<file path="config.mk">
export PLATFORM = sky130hd
export DESIGN_NAME = busmux_gpio_port
export DESIGN_NICKNAME = d
export VERILOG_FILES = /design/src/rtl/gpio_mux_pkg.sv /design/src/rtl/gpio_mux_sync.sv /design/src/rtl/gpio_mux_regs.sv /design/src/rtl/gpio_mux_owner.sv /design/src/rtl/busmux_gpio_port.sv
export SDC_FILE = /design/constraint.sdc
export NUM_CORES = 1
export LEC_CHECK = 0
export ABC_CLOCK_PERIOD_IN_PS = 2600
export BUFFER_PORTS_ARGS = -buffer_cell sky130_fd_sc_hd__buf_2
export CAP_MARGIN = 20
export CORE_MARGIN = 5
export CORE_UTILIZATION = 51
export CTS_CLUSTER_DIAMETER = 50
export DETAILED_ROUTE_END_ITERATION = 10
export GPL_TIMING_DRIVEN = 0
export HOLD_SLACK_MARGIN = 0.1
export PLACE_DENSITY = 0.82
export REMOVE_ABC_BUFFERS = 1
export SYNTH_ARGS = -nofsm -noshare
export SYNTH_HDL_FRONTEND = slang
export SYNTH_SLANG_ARGS = --single-unit
</file>
<file path="constraint.sdc">
create_clock -name clk -period 2.6 [get_ports clk]
set_input_delay 0.26 -clock clk [delete_from_list [all_inputs] [get_ports clk]]
set_output_delay 0.26 -clock clk [all_outputs]
set_load 0.02 [all_outputs]
</file>
<file path="src/rtl/gpio_mux_pkg.sv">
package gpio_mux_pkg;

    localparam int REG_AW = 2;

    localparam logic [REG_AW-1:0] ADDR_PORT = 2'd0;
    localparam logic [REG_AW-1:0] ADDR_LAT  = 2'd1;
    localparam logic [REG_AW-1:0] ADDR_DIR  = 2'd2;
    localparam logic [REG_AW-1:0] ADDR_RSVD = 2'd3;

    localparam int SYNC_DEPTH = 2;

    typedef enum logic [1:0] {
        OWN_BUS    = 2'd0,
        OWN_NARROW = 2'd1,
        OWN_PORT   = 2'd2
    } own_e;

endpackage

</file>
<file path="src/rtl/gpio_mux_sync.sv">
module gpio_mux_sync #(
    parameter int W     = 5,
    parameter int DEPTH = 2
) (
    input  logic         clk,
    input  logic         rst,
    input  logic [W-1:0] d_in,
    output logic [W-1:0] q_out
);

    logic [W-1:0] stage_q [DEPTH];

    genvar s;
    generate
        for (s = 0; s < DEPTH; s++) begin : g_stage
            if (s == 0) begin : g_first
                always_ff @(posedge clk) begin
                    if (rst) stage_q[s] <= '0;
                    else     stage_q[s] <= d_in;
                end
            end else begin : g_next
                always_ff @(posedge clk) begin
                    if (rst) stage_q[s] <= '0;
                    else     stage_q[s] <= stage_q[s-1];
                end
            end
        end
    endgenerate

    assign q_out = stage_q[DEPTH-1];

endmodule

</file>
<file path="src/rtl/gpio_mux_regs.sv">
module gpio_mux_regs
    import gpio_mux_pkg::*;
#(
    parameter int W = 5
) (
    input  logic              clk,
    input  logic              rst,
    input  logic              reg_we,
    input  logic [REG_AW-1:0] reg_addr,
    input  logic [W-1:0]      reg_wdata,
    input  logic [W-1:0]      pin_sync,
    output logic [W-1:0]      reg_rdata,
    output logic [W-1:0]      lat_q,
    output logic [W-1:0]      dir_q
);

    logic hit_lat;
    logic hit_dir;

    assign hit_lat = reg_we && (reg_addr == ADDR_LAT || reg_addr == ADDR_PORT);
    assign hit_dir = reg_we && (reg_addr == ADDR_DIR);

    always_ff @(posedge clk) begin
        if (rst) begin
            lat_q <= '0;
            dir_q <= '1;
        end else begin
            if (hit_lat) lat_q <= reg_wdata;
            if (hit_dir) dir_q <= reg_wdata;
        end
    end

    always_comb begin
        unique case (reg_addr)
            ADDR_PORT: reg_rdata = pin_sync;
            ADDR_LAT:  reg_rdata = lat_q;
            ADDR_DIR:  reg_rdata = dir_q;
            default:   reg_rdata = '0;
        endcase
    end

endmodule

</file>
<file path="src/rtl/gpio_mux_owner.sv">
module gpio_mux_owner
    import gpio_mux_pkg::*;
#(
    parameter int W          = 5,
    parameter int NARROW_PIN = 3
) (
    input  logic         clk,
    input  logic         rst,
    input  logic         bus_disable,
    input  logic         exec_internal,
    input  logic         narrow_bus,
    output own_e         own_state,
    output logic [W-1:0] port_mask
);

    own_e state_q;
    own_e state_d;
    logic go_port;
    logic go_narrow;

    assign go_port   = bus_disable && exec_internal;
    assign go_narrow = !exec_internal && narrow_bus;

    always_comb begin
        state_d = state_q;
        unique case (state_q)
            OWN_BUS: begin
                if (go_port)        state_d = OWN_PORT;    // T_RELEASE
                else if (go_narrow) state_d = OWN_NARROW;  // T_NARROW
            end
            OWN_NARROW: begin
                if (go_port)         state_d = OWN_PORT;   // T_RELEASE
                else if (!go_narrow) state_d = OWN_BUS;    // T_RECLAIM
            end
            OWN_PORT: begin
                if (go_narrow)     state_d = OWN_NARROW;   // T_NARROW
                else if (!go_port) state_d = OWN_BUS;      // T_RECLAIM
            end
            default: state_d = OWN_BUS;
        endcase
    end

    always_ff @(posedge clk) begin
        if (rst) state_q <= OWN_BUS;
        else     state_q <= state_d;
    end

    always_comb begin
        port_mask = '0;
        unique case (state_q)
            OWN_BUS:    port_mask = '0;
            OWN_NARROW: port_mask[NARROW_PIN] = 1'b1;
            OWN_PORT:   port_mask = '1;
            default:    port_mask = '0;
        endcase
    end

    assign own_state = state_q;

endmodule

</file>
<file path="src/rtl/busmux_gpio_port.sv">
module busmux_gpio_port
    import gpio_mux_pkg::*;
#(
    parameter int W          = 5,
    parameter int NARROW_PIN = 3
) (
    input  logic              clk,
    input  logic              rst,
    input  logic              bus_disable,
    input  logic              exec_internal,
    input  logic              narrow_bus,
    input  logic [W-1:0]      bus_strobe,
    input  logic              reg_we,
    input  logic [REG_AW-1:0] reg_addr,
    input  logic [W-1:0]      reg_wdata,
    output logic [W-1:0]      reg_rdata,
    input  logic [W-1:0]      pad_in,
    output logic [W-1:0]      pad_out,
    output logic [W-1:0]      pad_oe
);

    logic [W-1:0] pin_sync;
    logic [W-1:0] lat_q;
    logic [W-1:0] dir_q;
    logic [W-1:0] port_mask;
    own_e         own_state;

    gpio_mux_sync #(.W(W), .DEPTH(SYNC_DEPTH)) u_sync (
        .clk   (clk),
        .rst   (rst),
        .d_in  (pad_in),
        .q_out (pin_sync)
    );

    gpio_mux_regs #(.W(W)) u_regs (
        .clk       (clk),
        .rst       (rst),
        .reg_we    (reg_we),
        .reg_addr  (reg_addr),
        .reg_wdata (reg_wdata),
        .pin_sync  (pin_sync),
        .reg_rdata (reg_rdata),
        .lat_q     (lat_q),
        .dir_q     (dir_q)
    );

    gpio_mux_owner #(.W(W), .NARROW_PIN(NARROW_PIN)) u_owner (
        .clk           (clk),
        .rst           (rst),
        .bus_disable   (bus_disable),
        .exec_internal (exec_internal),
        .narrow_bus    (narrow_bus),
        .own_state     (own_state),
        .port_mask     (port_mask)
    );

    genvar p;
    generate
        for (p = 0; p < W; p++) begin : g_pin
            assign pad_out[p] = port_mask[p] ? lat_q[p]  : bus_strobe[p];
            assign pad_oe[p]  = port_mask[p] ? !dir_q[p] : 1'b1;
        end
    endgenerate

endmodule

</file>
==> impl_summary.txt <==
----------------------------------------------------
[Cells and area]
  Most frequent cells in the layout ... sky130_fd_sc_hd__buf_2, sky130_fd_sc_hd__dfxtp_1, sky130_fd_sc_hd__mux2i_1
  Relative area change from synthesis to final layout ... 23.3%
  Number of non-filler instances in the completed layout ... ~170
  Area of the multi-input gates ... approximately 540 sq um
  Diode insertion count for antenna repair ... 0
  Fraction of final layout cells with drive strength greater than 1 ... ~34%
  Area of all placed cells without fillers ... ~1300 sq um
  NumNets Final ... roughly 170
  Utilization after layout ... 65.5%
  Fill cell count ... approximately 180
  Commonest non-fill, non-tap cell in the layout ... sky130_fd_sc_hd__buf_2
  Total area of sequential cells ... 440 sq um

[Timing]
  Setup TNS ... 0 ps
  Unrepaired setup endpoints after global routing ... false
  Final hold violation count ... 0
  Relative slew slack ... approximately three quarters
  Final setup skew ... between 1.5 and 2 ps
  Final Critical Period ... a little under 2000 ps
  Endpoints failing setup ... 0
  Final period util ... 74.8%
  Final-layout worst hold slack ... around 150 ps
  Number of pins with negative max-slew slack in the final report ... 0
  Transition at the pin with the smallest max-transition slack ... between 300 and 400 ps
  Highest Clock Rate ... 514 MHz

[Floorplanning]
  Core region area ... 1960 sq um
  Die Footprint ... 3050 sq um
  Die width ... between 50 and 60 microns
  Rows ... 16
  Initial core utilization ... 53.1%
  I/O pins ... 38
  Die Span Y ... around 55 microns

[Synth]
  Gate count of the mapped netlist ... 110
  Post-synthesis sequential area ratio ... around 42%
  Yosys synthesis warning count ... 0
  Unique cell type count in the Yosys netlist ... 21
  Post-Synthesis Cell Area ... around 1000 sq um
  Mean Syn Cell Area ... around 9.5 sq um
  Synthesized flop and latch total ... 22

[Worst hold path]
  Worst min path class ... in2reg

[Detailed routing]
  Iteration count of the initial detailed-routing pass ... 2
  Number of DRC violations after detailed-routing iteration 0 ... 5
  Via total after detailed routing ... approximately 860
  DRC ... 0
  Final antenna-violating net count ... 0
  Detailed-route wire length per cell ... roughly 12 microns
  Total length of routed wires ... roughly 2100 microns
  DR vias/cell ... a little under 5

[Clock tree]
  Clock transition at the registers of the reported paths ... 120 ps
  Clock tree root buffer cell ... sky130_fd_sc_hd__clkbuf_4
  Number of clock sinks ... 22
  Post-cts gate resize count ... 0
  CTS Hold Bufs ... 0
  Clock tree from TritonCTS ... done
  Maximum level of the CTS H-tree ... 1
  Postcts setup bufs ... 0
  Clock buffers created by TritonCTS ... 3
  Clock latency on the worst-skew pair ... around 310 ps
  Clock buffer depth ... 2

[GRT]
  Number of antenna violations at the first check in global routing ... 0
  Largest net degree at the start of global routing ... 24
  Total routing resource utilization after global routing ... roughly 15%
  Leftover overflow at the end of global routing ... 0
  Number of global-route vias before repair ... between 900 and 1000
  Global-route wire length before repair ... about 3700 microns

[Worst setup path]
  Endpoint type of the worst setup path ... output pin
  CP arrival ... about 1700 ps
  Buf+Inv Stages, Crit Path ... 2
  Top delay family on crit path ... adder cells
  Delay of the slowest cell on the worst path ... 380 ps
  Highest fanout seen on the critical path ... 10
  Sort of element at the start of the critical path ... flip-flop
  Worst Path Class, Setup ... reg2out
  Worst-path cell with the longest stage delay ... sky130_fd_sc_hd__ha_1
  Data required time at the worst endpoint ... 2340 ps
  Crit path cell chain ... inv_1 -> ha_1 -> mux2_2 -> buf_2

[Placement]
  Routability congestion estimate from global placement ... 0.767
  DP Cell Count ... roughly 170
  DPL Wire Length ... 1710 microns
  I/O Buffers ... 37
  Post-place instance area ... between 1000 and 1500 sq um

[Power and ir drop]
  Maximum vdd ir drop ... about 0.52 mV
  Cell leakage power ... ~0.63 nW
  Power per cell area ... a little over 600 nW/um^2

[Status]
  Status ... finished, final reports clean

[Job]
  Number of max-cap violations ... 0

----------------------------------------------------
==> logic make-up after synthesis <==
kind of cell	count (synthesis)	synth area share, %
AND/OR/NAND/NOR	39	19.6
flip-flops	22	42.3
multiplexers	18	17.9
AO/OA/AOI/OAI	14	9.84
buffers and inverters	13	5.64
adder cells (fa/ha/maj)	4	4.80
==> power breakdown <==
part	internal [W]	switching, W	total [W]	leakage (nW)
Clock	0.000156	0.000104	0.000260	0.0279
Combinational	0.0000724	0.0000920	0.000164	0.424
Sequential	0.000356	0.0000117	0.000368	0.181
Total	0.000584	0.000208	0.000792	0.634
==> sequential cells by signal (all words and copies together), names as in the netlist <==
name	cells
u_owner.own_state	2
u_regs.dir_q	5
u_regs.lat_q	5
u_sync.stage_q	10
==> synth_stat cells <==
master                      number  area share, %
sky130_fd_sc_hd__ha_1            4            4.8
sky130_fd_sc_hd__dfxtp_1        22             42
sky130_fd_sc_hd__nor2_1         11            4.0
sky130_fd_sc_hd__nand3b_2        1            1.1
sky130_fd_sc_hd__buf_6           1            1.1
sky130_fd_sc_hd__o2111ai_1       1           0.84
sky130_fd_sc_hd__and3b_1         1           0.84
sky130_fd_sc_hd__nand2b_1        3            1.8
sky130_fd_sc_hd__a211oi_2        1            1.2
sky130_fd_sc_hd__nor2b_1        11            6.6
sky130_fd_sc_hd__nand2_1        10            3.6
sky130_fd_sc_hd__o21ai_0         6            2.9
sky130_fd_sc_hd__a21boi_0        1           0.72
sky130_fd_sc_hd__mux2_2          5            5.4
sky130_fd_sc_hd__nor3b_1         1           0.72
sky130_fd_sc_hd__clkbuf_1        2           0.72
sky130_fd_sc_hd__a211o_1         5            4.2
sky130_fd_sc_hd__buf_2           2           0.96
sky130_fd_sc_hd__and3b_2         1           0.96
sky130_fd_sc_hd__inv_1           8            2.9
sky130_fd_sc_hd__mux2i_1        13             12
==> layer usage <==
layer	vias up	track usage (%)	share of wire [%]
met5	-	0	0
met4	0	7.64	1.4
met3	5	3.73	4.3
met2	18	28.0	55
met1	399	14.1	39
li1	435	-	-
==> area by class of cell <==
| class | instances | area share, % |
|---|---|---|
| clock inverters | 1 | 2.34 |
| multi-input cells | 75 | 42.3 |
| repair buffers | 37 | 14.4 |
| inverters | 8 | 2.34 |
| well taps | 27 | 2.63 |
| flip-flops and latches | 22 | 34.3 |
| clock buffers | 3 | 1.75 |
==> worst register-to-register path, delay by kind of cell (launching register included) <==
| kind | cells | cell delay [ps] |
|---|---|---|
| AO/OA/AOI/OAI | 1 | 300 |
| AND/OR/NAND/NOR | 1 | 240 |
| adder cells (fa/ha/maj) | 1 | 380 |
| flip-flops | 1 | 360 |
| buffers and inverters | 1 | 90 |
| multiplexers | 1 | 230 |
==> stage by stage <==
step / total power (W) / setup slack [ps]
after floorplan: 0.000477 / 1170
after global placement: 0.000533 / 994
after detailed placement: 0.000540 / 927
after CTS: 0.000799 / 612
after global routing: 0.000828 / 544
final: 0.000792 / 656
==> path summary, 6_finish.rpt <==
| path | start | to | cells after the start | slack (ps) |
|---|---|---|---|---|
| worst max register to register | u_owner.own_state[0]$_SDFFE_PP0P_ | u_owner.own_state[1]$_SDFFE_PP0P_ | 5 | 950 |
| worst max-delay path | u_owner.own_state[0]$_SDFFE_PP0P_ | pad_out[1] | 4 | 660 |
| worst min-delay path | pad_in[0] | u_sync.stage_q[0][0]$_SDFF_PP0_ | 2 | 150 |
| worst min register to register | u_sync.stage_q[0][3]$_SDFF_PP0_ | u_sync.stage_q[1][3]$_SDFF_PP0_ | 1 | 450 |
(Power assumes the default switching activity.)
